--- src/rtl/owm_pkg.sv ---
package owm_pkg;

    typedef enum logic [1:0] {
        CMD_RESET = 2'b00,
        CMD_WR0   = 2'b01,
        CMD_WR1   = 2'b10,
        CMD_READ  = 2'b11
    } owm_cmd_e;

    typedef enum logic [2:0] {
        ST_IDLE,
        ST_RST_LOW,
        ST_RST_POLL,
        ST_RST_REC,
        ST_SLOT
    } owm_state_e;

    typedef struct packed {
        logic presence;
        logic rd_bit;
    } owm_result_t;

    function automatic int unsigned max2(int unsigned a, int unsigned b);
        return (a > b) ? a : b;
    endfunction

    function automatic int unsigned bits_for(int unsigned v);
        return (v < 2) ? 1 : $clog2(v + 1);
    endfunction

endpackage

--- src/rtl/owm_tick_gen.sv ---
module owm_tick_gen #(
    parameter int unsigned TICKS_PER_US = 100
) (
    input  logic clk,
    input  logic rst,
    input  logic restart_i,
    output logic tick_o
);
    import owm_pkg::*;

    localparam int unsigned DW = bits_for(TICKS_PER_US);
    localparam logic [DW-1:0] DIV_LAST = DW'(TICKS_PER_US - 1);

    logic [DW-1:0] div_q;

    assign tick_o = (div_q == DIV_LAST);

    always_ff @(posedge clk) begin
        if (rst || restart_i || tick_o) begin
            div_q <= '0;
        end else begin
            div_q <= div_q + 1'b1;
        end
    end

endmodule

--- src/rtl/owm_line_sync.sv ---
module owm_line_sync #(
    parameter int unsigned STAGES = 2
) (
    input  logic clk,
    input  logic rst,
    input  logic line_i,
    output logic line_hi_o
);
    logic [STAGES-1:0] pipe_q;

    always_ff @(posedge clk) begin
        if (rst) begin
            pipe_q <= '1;
        end else begin
            pipe_q <= {pipe_q[STAGES-2:0], line_i};
        end
    end

    assign line_hi_o = pipe_q[STAGES-1];

endmodule

--- src/rtl/owm_sequencer.sv ---
module owm_sequencer #(
    parameter int unsigned RST_LOW_US   = 500,
    parameter int unsigned PRES_WIN_US  = 240,
    parameter int unsigned REC_US       = 450,
    parameter int unsigned POLL_US      = 5,
    parameter int unsigned SLOT_US      = 64,
    parameter int unsigned SHORT_LOW_US = 2,
    parameter int unsigned READ_WIN_US  = 45
) (
    input  logic                  clk,
    input  logic                  rst,
    input  logic                  tick_i,
    input  logic                  line_hi_i,
    input  logic                  start_i,
    input  owm_pkg::owm_cmd_e     cmd_i,
    output logic                  launch_o,
    output logic                  busy_o,
    output logic                  done_o,
    output owm_pkg::owm_result_t  res_o,
    output logic                  line_low_o,
    output logic                  strong_pu_o
);
    import owm_pkg::*;

    localparam int unsigned MAX_US = max2(max2(RST_LOW_US, PRES_WIN_US), max2(REC_US, SLOT_US));
    localparam int unsigned CW = bits_for(MAX_US);
    localparam int unsigned PW = bits_for(POLL_US);

    localparam logic [CW-1:0] RST_LAST  = CW'(RST_LOW_US - 1);
    localparam logic [CW-1:0] WIN_LAST  = CW'(PRES_WIN_US - 1);
    localparam logic [CW-1:0] REC_LAST  = CW'(REC_US - 1);
    localparam logic [CW-1:0] SLOT_LAST = CW'(SLOT_US - 1);
    localparam logic [CW-1:0] SHORT_LEN = CW'(SHORT_LOW_US);
    localparam logic [CW-1:0] WR0_LEN   = CW'(SLOT_US - SHORT_LOW_US);
    localparam logic [CW-1:0] RD_LAST   = CW'(SHORT_LOW_US + READ_WIN_US - 1);
    localparam logic [PW-1:0] POLL_LAST = PW'(POLL_US - 1);

    owm_state_e   st_q;
    owm_cmd_e     cmd_q;
    logic [CW-1:0] cnt_q;
    logic [PW-1:0] pcnt_q;
    owm_result_t  res_q;
    logic         done_q;
    logic         powered_q;

    logic [CW-1:0] low_len;
    logic          poll_hit;
    logic          rd_sample;

    assign launch_o  = (st_q == ST_IDLE) && start_i;
    assign low_len   = (cmd_q == CMD_WR0) ? WR0_LEN : SHORT_LEN;
    assign poll_hit  = (pcnt_q == POLL_LAST);
    assign rd_sample = (cmd_q == CMD_READ) && (cnt_q >= SHORT_LEN)
                       && (cnt_q <= RD_LAST) && poll_hit;

    always_ff @(posedge clk) begin
        done_q <= 1'b0;
        if (rst) begin
            st_q      <= ST_IDLE;
            cmd_q     <= CMD_RESET;
            cnt_q     <= '0;
            pcnt_q    <= '0;
            res_q     <= '{presence: 1'b0, rd_bit: 1'b1};
            powered_q <= 1'b0;
        end else begin
            case (st_q)
                ST_IDLE: begin
                    if (start_i) begin
                        cmd_q  <= cmd_i;
                        cnt_q  <= '0;
                        pcnt_q <= '0;
                        res_q  <= '{presence: 1'b0, rd_bit: 1'b1};
                        st_q   <= (cmd_i == CMD_RESET) ? ST_RST_LOW : ST_SLOT;
                    end
                end
                ST_RST_LOW: begin
                    if (tick_i) begin
                        if (cnt_q == RST_LAST) begin
                            cnt_q  <= '0;
                            pcnt_q <= '0;
                            st_q   <= ST_RST_POLL;
                        end else begin
                            cnt_q <= cnt_q + 1'b1;
                        end
                    end
                end
                ST_RST_POLL: begin
                    if (tick_i) begin
                        cnt_q  <= cnt_q + 1'b1;
                        pcnt_q <= poll_hit ? '0 : pcnt_q + 1'b1;
                        if (poll_hit && !line_hi_i) begin
                            res_q.presence <= 1'b1;
                            cnt_q          <= '0;
                            st_q           <= ST_RST_REC;
                        end else if (cnt_q == WIN_LAST) begin
                            cnt_q <= '0;
                            st_q  <= ST_RST_REC;
                        end
                    end
                end
                ST_RST_REC: begin
                    if (tick_i) begin
                        if (cnt_q == REC_LAST) begin
                            st_q      <= ST_IDLE;
                            done_q    <= 1'b1;
                            powered_q <= 1'b1;
                        end else begin
                            cnt_q <= cnt_q + 1'b1;
                        end
                    end
                end
                ST_SLOT: begin
                    if (tick_i) begin
                        cnt_q <= cnt_q + 1'b1;
                        if (cnt_q >= SHORT_LEN) begin
                            pcnt_q <= poll_hit ? '0 : pcnt_q + 1'b1;
                        end
                        if (rd_sample && !line_hi_i) begin
                            res_q.rd_bit <= 1'b0;
                        end
                        if (cnt_q == SLOT_LAST) begin
                            st_q   <= ST_IDLE;
                            done_q <= 1'b1;
                        end
                    end
                end
                default: st_q <= ST_IDLE;
            endcase
        end
    end

    assign busy_o      = (st_q != ST_IDLE);
    assign done_o      = done_q;
    assign res_o       = res_q;
    assign line_low_o  = (st_q == ST_RST_LOW) || ((st_q == ST_SLOT) && (cnt_q < low_len));
    assign strong_pu_o = (st_q == ST_IDLE) && powered_q;


    busy_start_ignored_chk: assert property (@(posedge clk) disable iff (rst)
        (busy_o && start_i) |=> $stable(cmd_q));


    done_single_chk: assert property (@(posedge clk) disable iff (rst)
        done_q |=> !done_q);


    done_after_busy_chk: assert property (@(posedge clk) disable iff (rst)
        $rose(done_q) |-> $past(busy_o));


    presence_in_poll_chk: assert property (@(posedge clk) disable iff (rst)
        $rose(res_q.presence) |-> $past(st_q == ST_RST_POLL));


    rdbit_in_read_chk: assert property (@(posedge clk) disable iff (rst)
        $fell(res_q.rd_bit) |-> $past((st_q == ST_SLOT) && (cmd_q == CMD_READ)));

endmodule

--- src/rtl/onewire_master.sv ---
module onewire_master #(
    parameter int unsigned CLK_HZ       = 100_000_000,
    parameter int unsigned RST_LOW_US   = 500,
    parameter int unsigned PRES_WIN_US  = 240,
    parameter int unsigned REC_US       = 450,
    parameter int unsigned POLL_US      = 5,
    parameter int unsigned SLOT_US      = 64,
    parameter int unsigned SHORT_LOW_US = 2,
    parameter int unsigned READ_WIN_US  = 45
) (
    input  logic       clk,
    input  logic       rst,
    input  logic [1:0] cmd_i,
    input  logic       start_i,
    output logic       busy_o,
    output logic       done_o,
    output logic       presence_o,
    output logic       rd_bit_o,
    output logic       line_low_o,
    output logic       strong_pu_o,
    input  logic       line_i
);
    import owm_pkg::*;

    localparam int unsigned TICKS_PER_US = CLK_HZ / 1_000_000;

    logic        tick;
    logic        launch;
    logic        line_hi;
    owm_result_t res;

    owm_tick_gen #(.TICKS_PER_US(TICKS_PER_US)) u_tick (
        .clk       (clk),
        .rst       (rst),
        .restart_i (launch),
        .tick_o    (tick)
    );

    owm_line_sync #(.STAGES(2)) u_sync (
        .clk       (clk),
        .rst       (rst),
        .line_i    (line_i),
        .line_hi_o (line_hi)
    );

    owm_sequencer #(
        .RST_LOW_US   (RST_LOW_US),
        .PRES_WIN_US  (PRES_WIN_US),
        .REC_US       (REC_US),
        .POLL_US      (POLL_US),
        .SLOT_US      (SLOT_US),
        .SHORT_LOW_US (SHORT_LOW_US),
        .READ_WIN_US  (READ_WIN_US)
    ) u_seq (
        .clk         (clk),
        .rst         (rst),
        .tick_i      (tick),
        .line_hi_i   (line_hi),
        .start_i     (start_i),
        .cmd_i       (owm_cmd_e'(cmd_i)),
        .launch_o    (launch),
        .busy_o      (busy_o),
        .done_o      (done_o),
        .res_o       (res),
        .line_low_o  (line_low_o),
        .strong_pu_o (strong_pu_o)
    );

    assign presence_o = res.presence;
    assign rd_bit_o   = res.rd_bit;


    pullup_vs_low_chk: assert property (@(posedge clk) disable iff (rst)
        !(strong_pu_o && line_low_o));


    pullup_idle_chk: assert property (@(posedge clk) disable iff (rst)
        busy_o |-> !strong_pu_o);


    low_needs_busy_chk: assert property (@(posedge clk) disable iff (rst)
        line_low_o |-> busy_o);

endmodule

--- config.mk ---
export PLATFORM = sky130hd
export DESIGN_NAME = onewire_master
export DESIGN_NICKNAME = d
export VERILOG_FILES = /design/src/rtl/owm_pkg.sv /design/src/rtl/owm_tick_gen.sv /design/src/rtl/owm_line_sync.sv /design/src/rtl/owm_sequencer.sv /design/src/rtl/onewire_master.sv
export SDC_FILE = /design/constraint.sdc
export NUM_CORES = 1
export LEC_CHECK = 0
export BUFFER_PORTS_ARGS = -buffer_cell sky130_fd_sc_hd__buf_2
export CAP_MARGIN = 10
export CORE_AREA = 8 8 69 71
export CTS_CLUSTER_SIZE = 40
export DETAILED_ROUTE_END_ITERATION = 12
export DIE_AREA = 0 0 77 79
export GPL_ROUTABILITY_DRIVEN = 1
export GPL_TIMING_DRIVEN = 1
export HOLD_SLACK_MARGIN = 0.06
export PLACE_DENSITY = 0.71
export SLEW_MARGIN = 20
export SYNTH_ARGS = -nofsm -noshare
export SYNTH_HDL_FRONTEND = slang
export SYNTH_SLANG_ARGS = --single-unit
--- constraint.sdc ---
create_clock -name clk -period 3.8 [get_ports clk]
set_clock_uncertainty 0.1 [all_clocks]
set_input_delay 0.57 -clock clk [delete_from_list [all_inputs] [get_ports clk]]
set_output_delay 0.57 -clock clk [all_outputs]
set_load 0.01 [all_outputs]
; Yosys cells after proc, flatten, opt, wreduce, memory -nomap -nowiden
; Index checks and enable logic that the tools add are counted.
[totals]
register_bits = 30
inputBits = 6
out_inout_bits = 6
elab_cells = 110
[op_classes]
n_reduce_logical = 26
n_eq_ne = 25
n_mux = 43
addsub = 3
n_lt_le_gt_ge = 3
[ops]
columns = cell, n
row1 = 2-to-1 mux 9 bit, 9
row2 = 2-to-1 mux 3 bit, 18
row3 = one-hot mux 9 bit (5 select lines), 1
row4 = == test 9 bit (second input constant), 2
row5 = one-hot mux 3 bit (5 select lines), 1
row6 = AND reduction 7 bit, 2
row7 = inequality test 2 x 1 -> 1 bit (second input constant), 6
row8 = inequality test 2 bit (second input constant), 6
row9 = one-hot mux 3 bit (4 select lines), 1
row10 = adder 9 x 1 -> 9 bit (second input constant), 1
row11 = == test 9 x 6 -> 1 bit (second input constant), 1
row12 = == test 9 x 8 -> 1 bit (second input constant), 1
row13 = >= comparator 9 x 2 -> 1 bit (second input constant), 1
row14 = less-or-equal comparator 9 x 6 -> 1 bit (second input constant), 1
row15 = less-than comparator 9 bit, 1
row16 = AND reduction 9 bit, 1
row17 = logical AND 1 bit, 8
row18 = 2-to-1 mux 1 bit, 8
row19 = AND reduction 4 bit, 2
row20 = adder 7 x 1 -> 7 bit (second input constant), 1
row21 = == test 7 bit (second input constant), 1
row22 = == test 3 x 2 -> 1 bit (second input constant), 2
row23 = == test 3 bit (second input constant), 2
row24 = 2-to-1 mux 6 bit, 1
row25 = other kinds (17), 22

; Depth between registers and ports, before layout
[logic_depth]
ltp_word = 8
depth_mapped = 8
ltp_nobuf = 7

; Hierarchy
; A second synthesis with hierarchy kept.
[unflattened]
hier_cells = 222
area_unflattened_um2 = 1889.3
[modules_own_cells]
columns = mod, instances, cells_per_inst, seq_area_each_um2, area_per_inst_um2
row1 = owm_sequencer, 1, 184, 420.4, 1525.2
row2 = owm_tick_gen, 1, 34, 140.1, 311.5
row3 = owm_line_sync, 1, 4, 40.0, 52.6

; Worst setup path after synthesis
; Ideal clock, no wire load.
[synth_path]
kind = register -> output
start = register u_seq.cmd_q[1]
end = output port line_low_o
path_buffers = 0
path_stages_with_launch = 8
slack_ns = 1.480
arrival_ns = 1.650
required_time_ns = 3.130
cell_sequence = dfxtp_1 nand2b_1 ha_1 a21o_1 a21o_1 a21oi_1 nor2b_1 o31ai_1
[synth_via]
elab_chain_cells = 5
[synth_lines]
columns = element, line
row1 = from (decl), owm_sequencer.sv:39  ; owm_cmd_e cmd_q;
row2 = from (signal assigned), owm_sequencer.sv:69  ; cmd_q <= cmd_i;
row3 = == test 2 x 1 -> 1 bit, owm_sequencer.sv:51  ; assign low_len = (cmd_q == CMD_WR0) ? WR0_LEN : SHORT_LEN;
row4 = 2-to-1 mux 6 bit, owm_sequencer.sv:51
row5 = less-than comparator 9 bit, owm_sequencer.sv:135  ; assign line_low_o = (st_q == ST_RST_LOW) || ((st_q == ST_SLOT) && (cnt_q < low_len));
row6 = logical AND 1 bit, owm_sequencer.sv:135
row7 = logical OR 1 bit, owm_sequencer.sv:135
row8 = to (decl), onewire_master.sv:19  ; output logic line_low_o,
; No other way between the ends.

; Final worst setup path
; Same ends and word-level chain as after synthesis.

==> impl_metrics.yaml <==
synthesis:
  syn_inst: 222
  synth_edf_count: 0
  yosysMostFrequentCell: "dfxtp_1"
  synth_cell_types: 56
  synth_area_per_cell_sq_um: 8.72
  yosys-top-cells-count: "dfxtp_1, nor2_1, nand2_1, nand3_1, ha_1"
  ys_seq_area_share_pct: 31.0
  synth_top_area_share_pct: 31.0
  ys_warn_count: 0
  async_flop_share_pct: 0
  synthTopCellsByArea: "dfxtp_1, ha_1, nor2_1"
  synth_seq_cells: 30
  synth_fp_nets: 238
  syn-cell-area_sq_mm: 0.00194
  synth_top_cell_by_area: "dfxtp_1"
  synth_ff_type: "dfxtp_1"
pwr:
  p_leak_uw: 0.000811
  p_total_uw: 724
  powerDensity_mw_per_mm2: 357
  ir_worst_vdd_v: 0.000170
flow_run:
  maxCapViolCount: 0
cts:
  cts_tree: "yes"
  root_buffer: "clkbuf_8"
  htreeDepth: 2
  post_cts_buffers: 0
  cts_resized: 0
  postCtsHoldBufs: 0
  cts_num_sinks: 30
  insertion_delay_ns: 0.28
  tritoncts.num_buffers: 5
  clk_pin_slew_ns: 0.06
  clockBufferDepth: 2
cells_and_area:
  design_area_sq_mm: 0.00203
  fin_nets: 246
  areaGrowthSynthToFinish_pct: 4.78
  drive_gt1_share_pct: 13.0
  nFillCells: 381
  stdcell_count: 281
  n_antenna_cell: 0
worst_setup_path:
  cp.required_ns: 3.13
  criticalPathCategory: "register to output port"
  cp-end-kind: "output port"
  crit_path_max_fanout: 4
  worstPathArrival_ns: 2.12
  start_kind: "register"
global_route:
  grt_max_degree: 17
  grt_pass1_vias: 1632
  grt-ovfl-total: 0
  antenna_found_initial: 0
  track_usage_pct: 15.3
  grt_pass1_wl_mm: 7.65
die:
  core_region_area_sq_mm: 0.00380
  dieArea_sq_mm: 0.00608
  start_util_pct: 51.0
  io_pins: 12
  die_w_um: 77
  die-height_um: 79
  rows: 23
sta:
  fin_tns_setup_ns: 0
  rsz0062_at_grt: "false"
  relSlewSlack_pct: 41.8
  fin_crit_ns: 2.79
  period_share_pct: 73.4
  hold_viol: 0
  clock.fmax_ghz: 0.359
  holdWs_ns: 0.309
  maxSlewViolCount: 0
  final-setup-viol-count: 0
  tightest_slew_ns: 0.859
run_status:
  status: "finished, final reports clean"
route:
  post_drt_wl_per_cell_um: 16.5
  dr.pass1.iters: 7
  ant_nets: 0
  avgViaCountPerCell: 6.26
  wl_mm: 4.63
  first_iter_violations: 197
  vias: 1759
  drc: 0
placement:
  dp.cells: 273
  placed_area_sq_mm: 0.00194
  place_hpwl_mm: 3.26
  io_buffers: 11
  routabilityCongestion: 0.929
min_path:
  hold_class: "register to register"
cells by family after synthesis:
logic type	after synthesis	synth area share, %
AO/OA/AOI/OAI	55	21.3
XOR/XNOR	6	2.72
adder cells (fa/ha/maj)	10	6.46
buffers and inverters	19	7.76
flip-flops	30	31.0
multiplexers	4	2.33
AND/OR/NAND/NOR	98	28.4
final timing paths:
check / startpoint / to / slack, ns / cells past startpoint
setup / recovery: u_seq.cmd_q[1] / line_low_o / 1.01 / 8
hold / removal: u_sync.pipe_q[0] / u_sync.pipe_q[1] / 0.31 / 1
setup reg to reg: u_seq.cnt_q[1] / u_seq.cnt_q[2] / 1.20 / 6
hold reg to reg: u_sync.pipe_q[0] / u_sync.pipe_q[1] / 0.31 / 1
through the flow:
stage	util (%)	setup WS, ns
2_1_floorplan	-	1.48
3_3_place_gp	51.0	1.31
3_5_place_dp	51.0	1.25
4_1_cts	53.4	0.986
5_1_grt	53.4	0.842
6_report	53.4	1.01
worst max-delay path: stages, from the launching register on:
cell and delay [ns]:
dfxtp_1 0.32, nand2b_1 0.23, ha_1 0.33, a21o_1 0.19, a21o_1 0.17, a21oi_1 0.14, nor2b_1 0.06, o31ai_1 0.21
buf_2 0.17
sequential cells by signal (all words and copies together), names as in the netlist:
signal	flops
u_sync.pipe_q	2
u_seq.st_q	3
u_seq.done_o	1
u_seq.cmd_q	2
u_seq.powered_q	1
u_tick.div_q	7
u_seq.cnt_q	9
u_seq.res_o	2
u_seq.pcnt_q	3
metal layers:
layer	vias to the layer above	global-route usage [%]	part of all wire [%]	wire length, um
li1	861	-	-	-
met1	796	19.3	44	2040
met2	94	23.0	44	2020
met3	8	4.97	10	474
met4	0	7.36	1.9	87
met5	-	0	0	0
cells in the final DEF (no fill, tap or decap), drive strengths merged, types with 5 or more instances in the layout:
| master | instances |
|---|---|
| a21oi | 6 |
| o31ai | 7 |
| and3 | 6 |
| nor2 | 29 |
| dfxtp | 30 |
| o211ai | 7 |
| nor3 | 5 |
| nand4 | 9 |
| inv | 9 |
| ha | 10 |
| buf | 11 |
| clkbuf | 7 |
| nand2 | 15 |
| a31oi | 7 |
| nand3 | 11 |
final cells by class:
type                       instances  area, sq um  area share (%)
clock inverter                     1         5.00           0.247
tap                               50         62.6            3.08
timing repair buffer              11         55.1            2.71
inverter                           9         33.8            1.67
multi-input combinational        173         1180            58.4
clock buffer                       7         86.3            4.26
sequential                        30          601            29.6
report_power, final:
part	total [uW]	internal (uW)	leakage (uW)	switching (uW)
clock	265	146	0.0000482	119
sequential	339	324	0.000243	14.4
combinational	120	47.3	0.000519	72.9
total	724	518	0.000811	206
No activity file was read; power rests on OpenSTA's default activity.
